$ cat config.mk
export PLATFORM = sky130hd
export DESIGN_NAME = start_delay_seq
export DESIGN_NICKNAME = d
export VERILOG_FILES = /design/src/rtl/sdseq_pkg.sv /design/src/rtl/sdseq_plan.sv /design/src/rtl/sdseq_timer.sv /design/src/rtl/sdseq_fsm.sv /design/src/rtl/start_delay_seq.sv
export SDC_FILE = /design/constraint.sdc
export NUM_CORES = 1
export LEC_CHECK = 0
export BUFFER_PORTS_ARGS = -buffer_cell sky130_fd_sc_hd__buf_2
export CORE_MARGIN = 2
export CORE_UTILIZATION = 55
export DETAILED_ROUTE_END_ITERATION = 16
export MAX_ROUTING_LAYER = met4
export PLACE_DENSITY = 0.75
export RECOVER_POWER = 100
export SLEW_MARGIN = 20
export SYNTH_ARGS = -nofsm -noshare
export SYNTH_HDL_FRONTEND = slang
export SYNTH_SLANG_ARGS = --single-unit
$ cat constraint.sdc
create_clock -name clk_i -period 2.54 [get_ports clk_i]
set_input_delay 0.381 -clock clk_i [delete_from_list [all_inputs] [get_ports clk_i]]
set_output_delay 0.381 -clock clk_i [all_outputs]
set_load 0.1 [all_outputs]
$ cat src/rtl/sdseq_pkg.sv
package sdseq_pkg;

  typedef enum logic [1:0] {
    EV_POWER_UP   = 2'd0,
    EV_BROWN_OUT  = 2'd1,
    EV_WAKE       = 2'd2,
    EV_CLK_SWITCH = 2'd3
  } event_e;

  typedef enum logic [1:0] {
    OSC_XTAL_PLL = 2'd0,
    OSC_XTAL     = 2'd1,
    OSC_EXT_CLK  = 2'd2,
    OSC_EXT_RC   = 2'd3
  } osc_e;

  typedef enum logic [2:0] {
    PH_IDLE = 3'd0,
    PH_PWRT = 3'd1,
    PH_REC  = 3'd2,
    PH_OST  = 3'd3,
    PH_PLL  = 3'd4,
    PH_REL  = 3'd5
  } phase_e;

  typedef struct packed {
    logic pwrt;
    logic rec;
    logic ost;
    logic pll;
  } need_t;

  // Fixed chain order: (PWRT | REC) -> OST -> PLL -> REL; absent stages are skipped.
  function automatic phase_e pick_next(phase_e cur, need_t n);
    phase_e res;
    res = PH_REL;
    if (cur == PH_IDLE && n.pwrt)
      res = PH_PWRT;
    else if (cur == PH_IDLE && n.rec)
      res = PH_REC;
    else if ((cur == PH_IDLE || cur == PH_PWRT || cur == PH_REC) && n.ost)
      res = PH_OST;
    else if (cur != PH_PLL && cur != PH_REL && n.pll)
      res = PH_PLL;
    return res;
  endfunction

endpackage

$ cat src/rtl/sdseq_plan.sv
module sdseq_plan
  import sdseq_pkg::*;
(
  input  logic [1:0] event_kind_i,
  input  logic [1:0] osc_mode_i,
  input  logic       pwrt_en_i,
  output need_t      need_o
);

  logic crystal, use_pll;

  assign crystal = (osc_e'(osc_mode_i) == OSC_XTAL_PLL) || (osc_e'(osc_mode_i) == OSC_XTAL);
  assign use_pll = (osc_e'(osc_mode_i) == OSC_XTAL_PLL);

  always_comb begin
    need_o = '0;
    case (event_e'(event_kind_i))
      EV_POWER_UP: begin
        need_o.pwrt = pwrt_en_i;
        need_o.ost  = crystal;
        need_o.pll  = use_pll;
      end
      EV_BROWN_OUT: begin
        need_o.pwrt = 1'b1;
        need_o.ost  = crystal;
        need_o.pll  = use_pll;
      end
      EV_WAKE: begin
        need_o.rec  = !crystal;
        need_o.ost  = crystal;
        need_o.pll  = use_pll;
      end
      default: begin
        need_o.ost  = crystal;
        need_o.pll  = use_pll;
      end
    endcase
  end

endmodule

$ cat src/rtl/sdseq_timer.sv
module sdseq_timer #(
  parameter int CNT_W = 11
) (
  input  logic             clk_i,
  input  logic             rst_ni,
  input  logic             load_i,
  input  logic [CNT_W-1:0] load_val_i,
  output logic             done_o
);

  logic [CNT_W-1:0] cnt_q;

  always_ff @(posedge clk_i or negedge rst_ni) begin
    if (!rst_ni)            cnt_q <= '0;
    else if (load_i)        cnt_q <= load_val_i;
    else if (cnt_q != '0)   cnt_q <= cnt_q - 1'b1;
  end

  assign done_o = (cnt_q == '0);

  a_r2_timer_no_wrap: assert property (@(posedge clk_i) disable iff (!rst_ni)
    (!load_i && cnt_q == '0) |=> (cnt_q == '0));

  a_r2_timer_counts_down: assert property (@(posedge clk_i) disable iff (!rst_ni)
    (!load_i && cnt_q != '0) |=> (cnt_q == $past(cnt_q) - 1'b1));

endmodule

$ cat src/rtl/sdseq_fsm.sv
module sdseq_fsm
  import sdseq_pkg::*;
#(
  parameter int PWRT_TICKS = 300,
  parameter int REC_TICKS  = 3,
  parameter int OST_TICKS  = 1024,
  parameter int PLL_TICKS  = 200,
  parameter int CNT_W      = 11
) (
  input  logic             clk_i,
  input  logic             rst_ni,
  input  logic             event_valid_i,
  input  need_t            need_i,
  input  logic             done_i,
  output logic             load_o,
  output logic [CNT_W-1:0] load_val_o,
  output logic             release_o
);

  phase_e phase_q, phase_d;
  need_t  need_q, need_d;
  logic   waiting;

  assign waiting = (phase_q == PH_PWRT) || (phase_q == PH_REC) ||
                   (phase_q == PH_OST)  || (phase_q == PH_PLL);

  always_comb begin
    phase_d = phase_q;
    need_d  = need_q;
    load_o  = 1'b0;
    if (event_valid_i) begin
      need_d  = need_i;
      phase_d = pick_next(PH_IDLE, need_i);
      load_o  = 1'b1;
    end else if (waiting && done_i) begin
      phase_d = pick_next(phase_q, need_q);
      load_o  = 1'b1;
    end
  end

  // Stage lasts N cycles: load N-1, hand off when the count is zero.
  always_comb begin
    case (phase_d)
      PH_PWRT: load_val_o = CNT_W'(PWRT_TICKS - 1);
      PH_REC:  load_val_o = CNT_W'(REC_TICKS - 1);
      PH_OST:  load_val_o = CNT_W'(OST_TICKS - 1);
      PH_PLL:  load_val_o = CNT_W'(PLL_TICKS - 1);
      default: load_val_o = '0;
    endcase
  end

  always_ff @(posedge clk_i or negedge rst_ni) begin
    if (!rst_ni) begin
      phase_q <= PH_IDLE;
      need_q  <= '0;
    end else begin
      phase_q <= phase_d;
      need_q  <= need_d;
    end
  end

  assign release_o = (phase_q == PH_REL);

  a_r5_pll_stage_needs_pll: assert property (@(posedge clk_i) disable iff (!rst_ni)
    (phase_q == PH_PLL) |-> need_q.pll);

  a_r4_pwrt_stage_needs_pwrt: assert property (@(posedge clk_i) disable iff (!rst_ni)
    (phase_q == PH_PWRT) |-> need_q.pwrt);

  a_r1_idle_only_before_event: assert property (@(posedge clk_i) disable iff (!rst_ni)
    (phase_q != PH_IDLE) |=> (phase_q != PH_IDLE));

  a_r7_restart_leaves_release: assert property (@(posedge clk_i) disable iff (!rst_ni)
    (event_valid_i && need_i != '0) |=> (phase_q != PH_REL && phase_q != PH_IDLE));

endmodule

$ cat src/rtl/start_delay_seq.sv
module start_delay_seq
  import sdseq_pkg::*;
#(
  parameter int PWRT_TICKS = 300,
  parameter int REC_TICKS  = 3,
  parameter int OST_TICKS  = 1024,
  parameter int PLL_TICKS  = 200
) (
  input  logic       clk_i,
  input  logic       rst_ni,
  input  logic       event_valid_i,
  input  logic [1:0] event_kind_i,
  input  logic [1:0] osc_mode_i,
  input  logic       pwrt_en_i,
  output logic       release_o
);

  localparam int MAX_A  = (PWRT_TICKS > REC_TICKS) ? PWRT_TICKS : REC_TICKS;
  localparam int MAX_B  = (OST_TICKS > PLL_TICKS) ? OST_TICKS : PLL_TICKS;
  localparam int MAX_T  = (MAX_A > MAX_B) ? MAX_A : MAX_B;
  localparam int CNT_W  = (MAX_T > 1) ? $clog2(MAX_T) : 1;

  need_t            need;
  logic             load;
  logic [CNT_W-1:0] load_val;
  logic             done;

  sdseq_plan u_plan (
    .event_kind_i (event_kind_i),
    .osc_mode_i   (osc_mode_i),
    .pwrt_en_i    (pwrt_en_i),
    .need_o       (need)
  );

  sdseq_timer #(.CNT_W(CNT_W)) u_timer (
    .clk_i      (clk_i),
    .rst_ni     (rst_ni),
    .load_i     (load),
    .load_val_i (load_val),
    .done_o     (done)
  );

  sdseq_fsm #(
    .PWRT_TICKS (PWRT_TICKS),
    .REC_TICKS  (REC_TICKS),
    .OST_TICKS  (OST_TICKS),
    .PLL_TICKS  (PLL_TICKS),
    .CNT_W      (CNT_W)
  ) u_fsm (
    .clk_i         (clk_i),
    .rst_ni        (rst_ni),
    .event_valid_i (event_valid_i),
    .need_i        (need),
    .done_i        (done),
    .load_o        (load),
    .load_val_o    (load_val),
    .release_o     (release_o)
  );

  a_r8_release_holds: assert property (@(posedge clk_i) disable iff (!rst_ni)
    (release_o && !event_valid_i) |=> release_o);

  a_r3_empty_chain_immediate: assert property (@(posedge clk_i) disable iff (!rst_ni)
    (event_valid_i && need == '0) |=> release_o);

  a_r2_event_drops_release: assert property (@(posedge clk_i) disable iff (!rst_ni)
    (event_valid_i && need != '0) |=> !release_o);

  a_r6_switch_never_pwrt: assert property (@(posedge clk_i) disable iff (!rst_ni)
    (event_kind_i == 2'd3) |-> (!need.pwrt && !need.rec));

endmodule

Yosys cells after proc, flatten, opt, wreduce, memory -nomap -nowiden:

Cells that the tools add are included.

* equality and inequality tests: 14
* multiplexer cells: 17
* reductions and logical operators: 19
* add/subtract/negate cells: 1

Operator list (number)
* 10-bit case mux with 4 select lines: 1
* 3-bit two-way mux: 8
* 10-bit two-way mux: 2
* 3-bit by 2-bit == test with 1-bit output, second input constant: 4
* 10-bit zero test: 1
* 10-bit nonzero test: 1
* 10-bit by 1-bit subtractor with 10-bit output, second input constant: 1
* 3-bit == test, second input constant: 3
* 3-bit by 1-bit == test with 1-bit output, second input constant: 2
* 1-bit logical AND: 6
* 1-bit logical OR: 6
* 3-bit != test, second input constant: 2
* 1-bit two-way mux: 5
* 2-bit by 1-bit == test with 1-bit output, second input constant: 2
* 2-bit zero test: 2
* 3-bit zero test: 1
* 2-bit == test, second input constant: 1
* 1-bit case mux with 2 select lines: 1
* 2-bit nonzero test: 1
* 1-bit zero test: 1

* flip-flop bits (word level): 17
* output and inout port bits: 1
* input bits: 8

Logic depth before layout (Yosys ltp):

Gate-level depths: netlist of run 1.

* depth after elaboration: 12
* depth in mapped cells: 8
* gate-level depth less buffers: 7

Hierarchy:

Synthesis of run 1 repeated with hierarchy kept, for this count alone.

* cells, all modules: 128
* area total of the unflattened synthesis: 1073.5 um^2

Modules (own cells, without submodules)
* sdseq_timer: cells each 67, instances 1, area each 594.3 um^2
* sdseq_fsm: cells each 55, instances 1, area each 437.9 um^2
* sdseq_plan: cells each 6, instances 1, area each 41.3 um^2

Worst setup path before layout of run 1:

OpenSTA, ideal clock, no wires.

* kind: register to register
* start point: register u_timer.cnt_q[0]
* end point: register u_timer.cnt_q[9]
* slack: 0.250 ns
* data required time: 2.407 ns
* arrival time: 2.157 ns
* cell stages (with the launch flop): 9
* path buffers: 1
* cell sequence: dfrtp_1 > inv_1 > ha_1 > or4b_4 > or3_1 > buf_6 > nor3_4 > mux2i_2 > o22ai_2

* longest elaborated chain between the ends: 7
* elaborated cells between the ends (all ways): 16

Ends and longest elaborated chain
* start: declaration: line sdseq_timer.sv:11 `logic [CNT_W-1:0] cnt_q;`
* start signal: assignment: line sdseq_timer.sv:15 `else if (load_i) cnt_q <= load_val_i;`
* start signal: assignment: line sdseq_timer.sv:16 `else if (cnt_q != '0) cnt_q <= cnt_q - 1'b1;`
* 10-bit zero test: line sdseq_timer.sv:19 `assign done_o = (cnt_q == '0);`
* 1-bit logical AND: line sdseq_fsm.sv:35 `end else if (waiting && done_i) begin`
* 3-bit two-way mux: line sdseq_fsm.sv:35
* 3-bit two-way mux: line sdseq_fsm.sv:31 `if (event_valid_i) begin`
* 3-bit == test (tied with other cells): line sdseq_fsm.sv:43 `case (phase_d)`
* 10-bit case mux with 4 select lines: line sdseq_fsm.sv:43
* 10-bit two-way mux: line sdseq_timer.sv:15

Parallel ways exist; a longest one is shown, timed or not. The select of a mux whose other input is x is not followed.
A chain may end at the register's enable or synchronous reset.

Final worst setup path of run 1:

Same ends and word-level chain as after synthesis.

==> results of run 1 <==
## flip-flops by register name, summed over array words and instances (netlist names)
signal         count
u_fsm.phase_q      3
u_fsm.need_q       4
u_timer.cnt_q     10
## through the flow
stage	power, mW	std cells	cell area, um^2	setup WS (ps)	hold WS (ps)
finish	0.666	157	1180	121	252
global route	0.708	157	1180	5.53	240
CTS	0.671	157	1180	116	246
detailed placement	0.513	152	1140	157	328
global placement	0.508	152	1140	233	319
floorplan	0.471	121	1100	250	85.4
## metal layers
layer / track usage, % / up-vias / part of all wire (%)
met4: 10.5 / 0 / 2.1
met1: 29.5 / 441 / 46
met2: 36.1 / 22 / 48
met3: 3.40 / 7 / 3.3
met5: - / - / 0
li1: - / 456 / -
## worst max-delay path by stage
| stage | depth (start not counted) | slack (ps) | endpoint |
|---|---|---|---|
| floorplan | 8 | 250 | u_timer.cnt_q[9]$_DFFE_PN0P_ |
| global placement | 7 | 230 | u_timer.cnt_q[4]$_DFFE_PN0P_ |
| detailed placement | 7 | 160 | u_timer.cnt_q[6]$_DFFE_PN0P_ |
| CTS | 7 | 120 | u_timer.cnt_q[6]$_DFFE_PN0P_ |
| global route | 8 | 6 | u_fsm.phase_q[0]$_DFF_PN0_ |
| finish | 7 | 120 | u_timer.cnt_q[9]$_DFFE_PN0P_ |
## cell families after synthesis
kind of cell / synth area share (%)
AO/OA/AOI/OAI: 20.2
flip-flops: 38.8
buffers and inverters: 6.96
AND/OR/NAND/NOR: 23.1
adder cells (fa/ha/maj): 3.20
multiplexers: 2.17
XOR/XNOR: 5.59
## power groups by stage
stage	logic (mW)	clock network, mW	registers [mW]
5_1_grt	0.183	0.169	0.356
2_1_floorplan	0.136	0	0.335
3_3_place_gp	0.156	0	0.352
3_5_place_dp	0.160	0	0.353
4_1_cts	0.162	0.161	0.348
6_report	0.164	0.151	0.350
## cell usage after synthesis, types with 2 or more instances
cell,instances
dfrtp_1,17
nor2_1,12
xnor2_1,2
nand2_1,8
xor2_1,5
o21ai_0,4
o211ai_1,2
inv_1,9
nor3_1,7
o21ai_1,3
buf_6,2
a21oi_1,11
nor4b_1,2
clkbuf_1,2
o31ai_1,4
or3_1,2
ha_1,2
nand3_1,2
## placed cells by master (no fill, tap or decap), types with 2 or more instances in the layout
cell,n
nor4b_1,2
a21oi_1,11
nand3_1,2
dfrtp_1,17
o21ai_1,3
clkbuf_4,3
o21ai_0,4
nor2_1,12
inv_1,9
nand2_1,8
or3_1,2
xnor2_1,2
nor3_1,8
clkbuf_1,2
ha_1,2
buf_4,2
o31ai_1,4
buf_2,5
xor2_1,5
o211ai_1,2
## timing repair
item | in CTS | in global routing
hold buffers | 1 | 0
endpoints found under the setup margin | 0 | 4
resized for setup | 0 | 1
hold endpoints to repair | 17 | 0
## critical path, stage by stage, from the launching register on
cell and delay (ps):
dfrtp_1 400, inv_1 130, ha_1 170, or4b_4 500
or3_1 430, nor3_4 190, mux2i_4 350, o22ai_2 120
## final cells by class
cell class | instances | area, um^2 | share of cell area (%)
inverters | 9 | 33.8 | 2.86
well taps | 27 | 33.8 | 2.86
clock buffers | 3 | 22.5 | 1.91
flip-flops and latches | 17 | 425 | 36.0
clock inverters | 1 | 5.00 | 0.424
repair buffers | 11 | 62.6 | 5.30
multi-input cells | 89 | 598 | 50.6
==> results.md, run 1 <==
* Run status: complete, no violations
* CP Capture Type: flop
* R2R cell count at 7
* RSZ-0062 raised after global routing: no
* Warnings, synthesis at 0
* Rel. slew slack at 39.1%
* Final core utilization at 61.5%
* Post-route ant nets at 0
* CP startpoint: u_timer.cnt_q[0]$_DFFE_PN0P_
* Grt total ovfl at 0
* Die width at 48.6 um
* Sw frac at 34.5%
* Vias in the first global route at 925
* Hold_sp: osc_mode_i[0]
* Leak Pwr at 0.493 nW
* Post-CTS setup buffer count at 0
* Clk sink count at 17
* DIE AREA at 0.00237 mm^2
* CTS max path bufs at 2
* GPL Wtd Cong at 0.869
* Routed WL at 2.31 mm
* Core Rows at 16
* Boundary pin count at 9
* CTS tree: yes
* P_int at 436 uW
* Worst EP arrival at 2580 ps
* Worst-Skew Late Latency at 300 ps
* # DRC at 0
* Post-synth EDFFs at 0
* Clk_skew at 1.08 ps
* CTS Buf Count at 3
* First-pass GRT wire length at 4.13 mm
* Sequential share of power at 52.6%
* Layout fillers at 189
* Syn nets at 131
* DR pass1 iterations at 5
* Total GRT Usage at 23.0%
* Critical Path Start Type: flop
* Async set-reset flop share out of synthesis at 100%
* Critical R2R Capture: u_timer.cnt_q[9]$_DFFE_PN0P_
* Die Ht at 48.6 um
* Port Buf Inserts at 8
* Dominant cells by area after synthesis: dfrtp_1 39%, a21oi_1 5.0%, nor2_1 4.1%
* CP Max Fanout at 6
* Sequential share of the synthesized area at 38.8%
* #FFs+latches synth at 17
* Initial Util at 57.0%
* Final setup violation count at 0
* Vias post-DR at 926
* WL/cell at 14.7 um
* R2R setup slack at 120 ps
* Gate Count Post-Synth at 121
* Pin count of the biggest net entering global routing at 18
* Final Cycle Share at 95.2%
* Initial antenna violation count at 0
* Clk pwr share at 22.8%
* Synthesized area at 0.00110 mm^2
* Vias/cell at 5.90
* Layout cells sized above 1 at 16.2%
* Psw at 230 uW
* Nets at 141
* DP Wirelength at 1.69 mm
* Fin. max-slew vios at 0
* Data required, critical path at 2700 ps
* Hold Vio Cnt, Final at 0
* Maximum clock rate at 413 MHz
* Initial DRC Count at 30
* N_diodes at 0
* Synth unique cells at 43
* Area growth syn-to-layout at 7.76%
* Avg Cell Area, Syn at 9.06 um^2
* Hold EP: u_fsm.need_q[0]$_DFFE_PN0P_
* Tightest Pin Transition at 913 ps
* R2R Path Start: u_timer.cnt_q[0]$_DFFE_PN0P_
* Post-synth top flop: dfrtp_1
* Yosys top cell by area: dfrtp_1
* Worst Hold Class: input port to flop
* Pwr Density at 564 mW/mm^2
* Combinational cell fraction of total power at 24.6%
* Crit Path Class: flop to flop
* Max-Cap Viols at 0
* Setup_tns at 0 ps
* Core ar. at 0.00192 mm^2
* Final min period at 2420 ps
* Yosys top cell area share at 38.8%
* Hold path depth at 2
* Htree depth at 1
* Max IR drop VDD at 366 uV
* Worst-path clk slew at 100 ps
* Root buf cell: clkbuf_4
Power figures use the tool's default switching activity.
==> run 2, diff against run 1 <==
--- a/config.mk
+++ b/config.mk
@@ -5,12 +5,13 @@
 export SDC_FILE = /design/constraint.sdc
 export NUM_CORES = 1
 export LEC_CHECK = 0
+export ABC_AREA = 1
 export BUFFER_PORTS_ARGS = -buffer_cell sky130_fd_sc_hd__buf_2
 export CORE_MARGIN = 2
 export CORE_UTILIZATION = 55
 export DETAILED_ROUTE_END_ITERATION = 16
 export MAX_ROUTING_LAYER = met4
-export PLACE_DENSITY = 0.75
+export PLACE_DENSITY = 0.83
 export RECOVER_POWER = 100
 export SLEW_MARGIN = 20
 export SYNTH_ARGS = -nofsm -noshare
==> run 2 against run 1 <==
Critical path depth fell by 4. Worst hold slack got worse by 75 ps. Sequential share of layout area fell by 0.86 points. Sequential power rose by 9.7%. Global-route usage fell by 1.0 points. Critical path type is now flop to primary output.
==> results.md, run 2 <==
* Max-Cap Viols at 0 (unchanged)
* WL/cell at 12.0 um (-19%)
* Post-synth top flop: dfrtp_1
* Initial antenna violation count at 0 (unchanged)
* Dominant cells by area after synthesis: dfrtp_1 37%, nand2_1 13%, nand3_1 8.4%
* Pin count of the biggest net entering global routing at 18 (unchanged)
* GPL Wtd Cong at 0.985 (+13%)
* Pre-CTS setup slack at 777 ps (+619 ps)
* Avg Cell Area, Syn at 7.30 um^2 (-19%)
* Core Rows at 16 (unchanged)
* Max IR drop VDD at 445 uV (+21%)
* # DRC at 0 (unchanged)
* Critical Path Start Type: flop
* Vias post-DR at 1025 (+11%)
* Biggest regs: u_timer.cnt_q (10), u_fsm.need_q (4), u_fsm.phase_q (3)
* Syn nets at 166 (+27%)
* Worst-Skew Late Latency at 290 ps (about the same)
* Slack of the critical path at 395 ps (+274 ps)
* Final min period at 2150 ps (-274 ps)
* Root buf cell: clkbuf_4
* Hold_buf cts at 0 (-1)
* First-pass GRT wire length at 4.11 mm (-0.51%)
* Run status: complete, no violations
* Area growth syn-to-layout at 6.26%
* CTS max path bufs at 2 (unchanged)
* Pwr Density at 722 mW/mm^2 (+28%)
* Setup_tns at 0 ps (unchanged)
* Routed WL at 2.32 mm (+0.35%)
* Synth unique cells at 28 (-35%)
* Boundary pin count at 9 (unchanged)
* Most frequent cells in the layout: 40 x nand2_1, 21 x inv_1, 20 x nand3_1
* Total GRT Usage at 22.0% (-1.0 points)
* Synthesized area at 0.00114 mm^2 (+3.9%)
* Htree depth at 1 (unchanged)
* CP Capture Type: primary output
* CTS tree: yes
* Nets at 178 (+26%)
* Fin. max-slew vios at 0 (unchanged)
* Worst Hold Class: input port to asynchronous set/reset pin
* Die width at 49.5 um (+1.8%)
* Most common cell after layout, fill and taps aside: nand2_1
* Gate Count Post-Synth at 156 (+29%)
* Data required, critical path at 2160 ps (-540 ps)
* Worst-path clk slew at 90 ps (about the same)
* Tightest Pin Transition at 1160 ps (+246 ps)
* Yosys top cell area share at 37.4% (-1.5 points)
* CP Max Fanout at 5 (-1)
* Initial Util at 58.0% (+1.0 points)
* Initial DRC Count at 20 (-33%)
* Leak Pwr at 0.639 nW (+30%)
* N_diodes at 0 (unchanged)
* Sequential share of the synthesized area at 37.4% (-1.5 points)
* Grt total ovfl at 0 (unchanged)
* Clk_skew at 4.58 ps (+3.50 ps)
* Port Buf Inserts at 8 (unchanged)
* DP Wirelength at 1.88 mm (+11%)
* Most common cell in the synthesized netlist: nand2_1
* CP startpoint: u_fsm.phase_q[0]$_DFF_PN0_
* Inst Count DP at 190 (+25%)
* Rel. slew slack at 23.0% (-16 points)
* Clk sink count at 17 (unchanged)
* Layout cells sized above 1 at 14.4% (-1.8 points)
* Die Ht at 49.5 um (+1.8%)
* # resized after CTS at 0 (unchanged)
* Final setup violation count at 0 (unchanged)
* Post-CTS setup buffer count at 0 (unchanged)
* Crit Path Class: flop to primary output
* R2R Path Start: u_timer.cnt_q[0]$_DFFE_PN0P_
* Fin cells at 194 (+24%)
* Yosys top cell by area: dfrtp_1
* Core ar. at 0.00196 mm^2 (+2.1%)
* Worst EP arrival at 1760 ps (-820 ps)
* Hold Vio Cnt, Final at 0 (unchanged)
* RSZ-0062 raised after global routing: no
* Max reg flops at 10 (unchanged)
* Maximum clock rate at 466 MHz (+13%)
* Async set-reset flop share out of synthesis at 100% (unchanged)
* Vias/cell at 5.28 (-10%)
* CTS Buf Count at 3 (unchanged)
* Vias in the first global route at 975 (+5.4%)
* DIE AREA at 0.00245 mm^2 (+3.6%)
* DR pass1 iterations at 4 (-1)
* Top reg by flops: u_timer.cnt_q
* #FFs+latches synth at 17 (unchanged)
* Final Cycle Share at 84.5% (-11 points)
* Post-route ant nets at 0 (unchanged)
* Post-synth EDFFs at 0 (unchanged)
* Synth cell count leaders: 39 x nand2_1, 21 x inv_1, 19 x nand3_1
* Warnings, synthesis at 0 (unchanged)
run 2: final timing paths:
kind | end | slack [ps] | cells past startpoint
max | release_o | 390 | 3
min | u_fsm.phase_q[1]$_DFF_PN0_ | 180 | 1
max reg2reg | u_timer.cnt_q[2]$_DFFE_PN0P_ | 630 | 11
min reg2reg | u_fsm.need_q[2]$_DFFE_PN0P_ | 500 | 2
max in group asynchronous | u_timer.cnt_q[2]$_DFFE_PN0P_ | 1820 | 1
min in group clk_i | u_fsm.need_q[0]$_DFFE_PN0P_ | 260 | 2
run 2: power by group:
| part | switching, mW | total, mW | leakage [nW] | internal [mW] |
|---|---|---|---|---|
| combinational | 0.223 | 0.345 | 0.415 | 0.123 |
| clock | 0.0832 | 0.144 | 0.0150 | 0.0612 |
| sequential | 0.0597 | 0.384 | 0.210 | 0.324 |
run 2: critical path, cell delays in order (launching register included):
cell	delay, ps
dfrtp_1	460
nand2_1	70
nor2_1	80
clkbuf_1	860
run 2: cell families after synthesis:
kind of cell / share of synthesized area [%]
AO/OA/AOI/OAI: 8.90
flip-flops: 37.4
AND/OR/NAND/NOR: 37.9
XOR/XNOR: 5.38
adder cells (fa/ha/maj): 2.20
buffers and inverters: 8.24
run 2: layout make-up:
class	instances	area, um^2
inverters	23	86.3
repair buffers	8	37.5
well taps	27	33.8
fillers	190	752
flip-flops and latches	17	425
clock buffers	4	26.3
multi-input cells	115	601
run 2: routing by layer:
metal  vias up  wire [um]  track usage [%]
met5         -          0                -
met4         0         55             7.41
met3         9         79             2.73
met2        27       1080             35.6
met1       475       1110             28.9
li1        514          -                -
run 2: per-stage QoR:
step | util (%) | power, mW | hold slack (ps) | instance area [um^2]
after floorplan | - | 0.655 | 85.4 | 1140
after global placement | 61.4 | 0.727 | 319 | 1200
after detailed placement | 61.4 | 0.736 | 317 | 1200
after CTS | 62.8 | 0.876 | 2.31 | 1230
after global routing | 61.7 | 0.937 | 272 | 1210
final | 61.7 | 0.874 | 176 | 1210
